### config.mk
export PLATFORM = sky130hd
export DESIGN_NAME = ucode_patch_redirect
export DESIGN_NICKNAME = d
export VERILOG_FILES = /design/src/rtl/upr_pkg.sv /design/src/rtl/upr_match_bank.sv /design/src/rtl/upr_triad_stepper.sv /design/src/rtl/ucode_patch_redirect.sv
export SDC_FILE = /design/constraint.sdc
export NUM_CORES = 1
export LEC_CHECK = 0
export ABC_AREA = 0
export BUFFER_PORTS_ARGS = -buffer_cell sky130_fd_sc_hd__buf_2
export CAP_MARGIN = 10
export CORE_MARGIN = 2
export CORE_UTILIZATION = 45
export DETAILED_ROUTE_END_ITERATION = 10
export PLACE_DENSITY = 0.75
export RECOVER_POWER = 100
export SLEW_MARGIN = 20
export SYNTH_ARGS = -nofsm -noshare
export SYNTH_HDL_FRONTEND = slang
export SYNTH_SLANG_ARGS = --single-unit
export TNS_END_PERCENT = 100
### constraint.sdc
create_clock -name clk -period 3.9 [get_ports clk]
set_input_delay 0.39 -clock clk [delete_from_list [all_inputs] [get_ports clk]]
set_output_delay 0.39 -clock clk [all_outputs]
set_load 0.02 [all_outputs]
### src/rtl/upr_pkg.sv
package upr_pkg;
  typedef enum logic [1:0] {
    ST_ROM = 2'd0,
    ST_RD  = 2'd1,
    ST_CHK = 2'd2
  } upr_state_e;

  localparam logic [31:0] MR_OFF = 32'hFFFF_FFFF;
endpackage

### src/rtl/upr_match_bank.sv
module upr_match_bank #(
  parameter int N_MATCH = 8,
  parameter int MATCH_W = 32,
  parameter int TADDR_W = 12,
  localparam int SLOT_W = $clog2(N_MATCH)
) (
  input  logic               clk,
  input  logic               rst,
  input  logic               wr_en,
  input  logic [SLOT_W-1:0]  wr_idx,
  input  logic [MATCH_W-1:0] wr_data,
  input  logic [TADDR_W-1:0] probe,
  output logic               any_hit,
  output logic [SLOT_W-1:0]  win_slot
);
  logic [MATCH_W-1:0] mreg [N_MATCH];
  logic [N_MATCH-1:0] hit_vec;

  genvar gi;
  generate
    for (gi = 0; gi < N_MATCH; gi++) begin : g_ent
      always_ff @(posedge clk) begin
        if (rst)
          mreg[gi] <= '1;
        else if (wr_en && wr_idx == SLOT_W'(gi))
          mreg[gi] <= wr_data;
      end
      assign hit_vec[gi] = (mreg[gi] != {MATCH_W{1'b1}}) &&
                           (mreg[gi][TADDR_W-1:0] == probe);
    end
  endgenerate

  always_comb begin
    win_slot = '0;
    for (int k = N_MATCH - 1; k >= 0; k--)
      if (hit_vec[k]) win_slot = SLOT_W'(k);
  end

  assign any_hit = |hit_vec;
endmodule

### src/rtl/upr_triad_stepper.sv
module upr_triad_stepper
  import upr_pkg::*;
#(
  parameter int N_MATCH  = 8,
  parameter int N_TRIAD  = 16,
  parameter int SEQ_W    = 32,
  parameter int CMPL_BIT = 0,
  localparam int SLOT_W = $clog2(N_MATCH),
  localparam int TRI_W  = $clog2(N_TRIAD)
) (
  input  logic              clk,
  input  logic              rst,
  input  logic              hit,
  input  logic [SLOT_W-1:0] slot,
  input  logic [SEQ_W-1:0]  seq_word,
  output logic              busy,
  output logic              redir_q,
  output logic [SLOT_W-1:0] redir_slot_q,
  output logic              rd_en,
  output logic [TRI_W-1:0]  rd_addr,
  output logic              rom_return,
  output logic              ovf_err
);
  localparam logic [TRI_W-1:0] LAST = TRI_W'(N_TRIAD - 1);

  upr_state_e        state;
  logic [TRI_W-1:0]  cur;
  logic              seq_done;
  logic [SEQ_W-1:0]  unused_seq;

  assign seq_done   = seq_word[CMPL_BIT];
  assign unused_seq = seq_word;

  always_ff @(posedge clk) begin
    if (rst) begin
      state        <= ST_ROM;
      cur          <= '0;
      redir_q      <= 1'b0;
      redir_slot_q <= '0;
      rom_return   <= 1'b0;
      ovf_err      <= 1'b0;
    end else begin
      redir_q      <= hit;
      redir_slot_q <= slot;
      rom_return   <= 1'b0;
      ovf_err      <= 1'b0;
      unique case (state)
        ST_ROM: if (hit) begin
          state <= ST_RD;
          cur   <= TRI_W'(slot);
        end
        ST_RD: state <= ST_CHK;
        ST_CHK: begin
          if (seq_done) begin
            state      <= ST_ROM;
            rom_return <= 1'b1;
          end else if (cur == LAST) begin
            state      <= ST_ROM;
            rom_return <= 1'b1;
            ovf_err    <= 1'b1;
          end else begin
            state <= ST_RD;
            cur   <= cur + 1'b1;
          end
        end
        default: state <= ST_ROM;
      endcase
    end
  end

  assign busy    = (state != ST_ROM);
  assign rd_en   = (state == ST_RD);
  assign rd_addr = cur;
endmodule

### src/rtl/ucode_patch_redirect.sv
module ucode_patch_redirect #(
  parameter int N_MATCH  = 8,
  parameter int MATCH_W  = 32,
  parameter int TADDR_W  = 12,
  parameter int N_TRIAD  = 16,
  parameter int SEQ_W    = 32,
  parameter int CMPL_BIT = 0,
  localparam int SLOT_W = $clog2(N_MATCH),
  localparam int TRI_W  = $clog2(N_TRIAD)
) (
  input  logic               clk,
  input  logic               rst,
  input  logic               load_en,
  input  logic               mr_we,
  input  logic [SLOT_W-1:0]  mr_idx,
  input  logic [MATCH_W-1:0] mr_wdata,
  input  logic               seq_vld,
  input  logic [TADDR_W-1:0] seq_addr,
  output logic               redir_hit,
  output logic [SLOT_W-1:0]  redir_slot,
  output logic               redir_q,
  output logic [SLOT_W-1:0]  redir_slot_q,
  output logic               busy,
  output logic               pram_rd_en,
  output logic [TRI_W-1:0]   pram_rd_addr,
  input  logic [SEQ_W-1:0]   pram_seq,
  output logic               rom_return,
  output logic               ovf_err
);
  logic raw_hit;

  upr_match_bank #(
    .N_MATCH (N_MATCH),
    .MATCH_W (MATCH_W),
    .TADDR_W (TADDR_W)
  ) u_bank (
    .clk      (clk),
    .rst      (rst),
    .wr_en    (load_en && mr_we),
    .wr_idx   (mr_idx),
    .wr_data  (mr_wdata),
    .probe    (seq_addr),
    .any_hit  (raw_hit),
    .win_slot (redir_slot)
  );

  assign redir_hit = raw_hit && seq_vld && !load_en && !busy;

  upr_triad_stepper #(
    .N_MATCH  (N_MATCH),
    .N_TRIAD  (N_TRIAD),
    .SEQ_W    (SEQ_W),
    .CMPL_BIT (CMPL_BIT)
  ) u_step (
    .clk          (clk),
    .rst          (rst),
    .hit          (redir_hit),
    .slot         (redir_slot),
    .seq_word     (pram_seq),
    .busy         (busy),
    .redir_q      (redir_q),
    .redir_slot_q (redir_slot_q),
    .rd_en        (pram_rd_en),
    .rd_addr      (pram_rd_addr),
    .rom_return   (rom_return),
    .ovf_err      (ovf_err)
  );
endmodule

# == Word-level counts from Yosys, hierarchy flattened ==
# Memories as Yosys holds them, arrays and structs flattened.
# Index checks and enable logic that the tools add are counted.
# totals
register_bits,12
ramBits,256
input_bits,84
word_cells,128
mem_count,1
# memory_table
name,depth,word_bits,read_ports,rd_ports_with_merged_regs,write_ports,line,source
u_bank.mreg,8,32,8,0,8,upr_match_bank.sv:16,logic [MATCH_W-1:0] mreg [N_MATCH];
# classes
addsub,1
n_eq_ne,29
n_mux,52
bitwise_logic,9
n_reduce_logical,30
# ops
op,n
$mux W32,8
$ne A32 B32 Y1 const B,8
$eq A12 B12 Y1,8
$mux W1,29
$mux W3,8
$logic_and A1 B1 Y1,20
$eq A3 B3 Y1 const B,4
$mux W4,3
$or A1 B1 Y1,8
$pmux W4 S2,1
$reduce_or A8 Y1,1
$eq A3 B2 Y1 const B,2
$pmux W2 S3,1
$add A4 B1 Y4 const B,1
$eq A4 B4 Y1 const B,1
$mux W2,2
$ne A2 B2 Y1 const B,2
$reduce_and A4 Y1,1
$reduce_bool A2 Y1,2
$eq A3 B1 Y1 const B,1
$logic_not A3 Y1,1
$reduce_or A3 Y1,1
$eq A2 B1 Y1 const B,1
$eq A2 B2 Y1 const B,1
other kinds (5),6

# == Longest topological paths before layout ==
# An unclocked memory read counts as a cell.
# depth
depth_word,13
ltp_mapped,9
ltp_nobuf,8

# == Hierarchy ==
# Synthesis repeated with hierarchy kept, for this count alone.
# unflattened
cells_unflattened,855
hier_area_um2,11870.1
# modules_own_cells
mod,n_inst,cells_each,area_per_inst_um2,seq_area_each_um2
upr_match_bank,1,796,11310.8,7687.4
upr_triad_stepper,1,57,539.3,240.2
ucode_patch_redirect,1,2,20.0,0.0

# == Least setup slack after synthesis ==
# No wires, ideal clock.
# synth_timing
path_type,input to register
start,input mr_we
end,"memory u_bank.mreg[3][4] (netlist: u_bank.mreg[0][100]), enable pin"
setup_ps,466
t_arrival_ps,3166
slack_ps,269
path_stages,5
path_cell_list,nand2_1 > nor2_1 > nand2_1 > clkbuf_1 > o21ai_0
# synth_lines
element,line,source
start: declaration,ucode_patch_redirect.sv:14,"input logic mr_we,"
end: declaration,upr_match_bank.sv:16,

==> results.cfg <==
[outcome]
status = complete, but fails checks
violations = max-capacitance violations, max-slew violations

[clocking]
postCtsSetupRepairBufs = 0
htree_levels = 1
post_cts_resize_count = 0
cts_tree = done
cts_made_buffers = 28
ctsLongestPathBuffers = 3
clock_latency_ps = 530
clock_sinks = 268
cts_hold_buf = 0
cts.clk_slew.worst_paths_ps = 60
cts-root-buf = clkbuf_16

[setup_path]
cp_cell_sequence = nand4_1 > or4_1 > o2111ai_1 > nor4b_1 > a31o_4 > inv_4 > buf_2
cp.required_ps = 3510
arrival_ps = 3250
start_kind = flip-flop
end_kind = output port
critical_path.startpoint = u_bank.mreg[1][71]
slowest_delay_ps = 560
cpLargestDelayFamily = simple AND/OR/NAND/NOR gates
crit_fanout = 6
crit_type = reg2out
r2r-start = u_bank.mreg[1][71]
critPathSlowestCell = o2111ai_1
cp_num_buf_inv = 2

[sta]
drv_slew = 198
setup_ws_ps = 258
hold_slack_ps = 75.8
rsz0062_at_grt = false
period_share_pct = 93.4
worst_pin_slew_ps = 1810
fin_setup_tns_ps = 0
slew_headroom_pct = -20.7
skew_ps = 11.8
fmax_ghz = 0.275
setup_violations = 0
finalHoldViolCount = 0
min_period_ps = 3640

[layout]
final_cells = 1283
final_common_cell = edfxtp_1
drive_above_1_share_pct = 25.6
multi_input_area_um2 = 3650
areaGrowthSynthToFinish_pct = 13.5
layout_common_cells = edfxtp_1 (256), or2_2 (129), or3_1 (96)
seqCellArea_um2 = 7930
fill_cells = 2151
final_nets = 1009

[floorplan]
ios = 100
design.die.area_um2 = 27600
start_util_pct = 45.6
core_um2 = 25900
rows = 59
die_h_um = 166
die_w_um = 166

[synthesis]
syn_inst = 863
ys_async_sr_fraction_pct = 0
synth_edf_count = 256
ys_types = 42
yosysSeqAreaShare_pct = 67.0
synth_area_leader_cell = edfxtp_1
netlist_top_cells_area = edfxtp_1 (65%), or2_2 (6.8%), xnor2_1 (5.3%)
synth_top_area_share_pct = 65.0
avgSynthCellArea_um2 = 13.7
synth.cell_area_um2 = 11800
synthFlopType = edfxtp_1
ys_ff_latch = 268
synth.net_count = 948
yosys_warnings = 0

[power]
p_total_uw = 6630
powerDensity_nw_per_um2 = 494
leakage_uw = 0.00413
peakVddDrop_mv = 0.390

[place]
port_buffers = 68
gp_congestion = 0.842
dpl.cell_count = 1229
place_ws_ps = 993
hpwl_um = 17300

[detailed_routing]
drc = 0
drtAntennaViolNets = 0
initialDrtViolationCount = 787
dr.pass1.iters = 5
wl_met1_um = 11800
vias = 7186
highest_layer = met4
wl_met2_um = 12800
met3_length_um = 2190
via_per_inst = 5.60
wire_per_inst_um = 21.4
drt-total-wl_um = 27400

[flow_run]
cap_violations = 6

[grt]
grt_overflow_total = 0
antenna_found_initial = 2
grt_pass1_wl_um = 41400
grt_usage_pct = 19.7
grt_pass1_vias = 7078
grt_max_degree = 89

[min_path]
hp-class = in2reg
min_from = pram_seq[0]
-- synthesized netlist by cell type (7+ instances only) --
cell	number
edfxtp_1	256
or2_2	129
or3_1	96
nand4_1	83
xnor2_1	72
clkbuf_1	38
nand2b_1	34
xor2_1	24
nor4_1	19
buf_2	12
dfxtp_1	12
nand2_1	10
nor2_1	10
o21ai_0	7
-- registers in the layout (all words and copies together), names as in the netlist --
register,count
u_bank.mreg,256
u_step.rd_addr,4
u_step.redir_slot_q,3
u_step.state,2
u_step.ovf_err,1
u_step.redir_q,1
u_step.rom_return,1
-- logic make-up after synthesis --
family / synth area share [%]
adder cells (fa/ha/maj): 0.106
AND/OR/NAND/NOR: 21.3
buffers and inverters: 1.96
AO/OA/AOI/OAI: 2.36
multiplexers: 0.169
flip-flops: 67.0
XOR/XNOR: 7.11
-- area by class of cell --
type                            instances  area share, %
Inverter                                7          0.214
Clock buffer                           31           5.61
Timing Repair Buffer                   81           2.77
Multi-Input combinational cell        538           27.2
Antenna cell                            2         0.0373
Sequential cell                       268           59.0
Clock inverter                         21           1.99
Tap cell                              335           3.12
-- layer usage --
layer	global-route usage (%)	up-vias
li1	-	3340
met1	27.6	3534
met2	32.0	266
met3	3.72	46
met4	4.99	0
met5	0	-
-- stage by stage --
stage          cell area (um2)  util (%)
6_report                 13400      51.8
5_1_grt                  13400      51.8
4_1_cts                  13500      52.2
3_5_place_dp             12500      48.3
3_3_place_gp             12500      48.3
2_1_floorplan            11800         -
-- power by group --
group | switching, uW | internal (uW) | leakage, uW
clock network | 1090 | 1790 | 0.000504
logic | 243 | 113 | 0.000961
registers | 74.5 | 3320 | 0.00266
-- path summary, 6_finish.rpt --
check / to / slack (ps) / cells past startpoint
max reg2reg: u_step.rd_addr[0] / 900 / 8
min: u_step.ovf_err / 80 / 2
min reg2reg: u_step.ovf_err / 530 / 2
max: redir_hit / 260 / 7
Power figures use the tool's default switching activity.
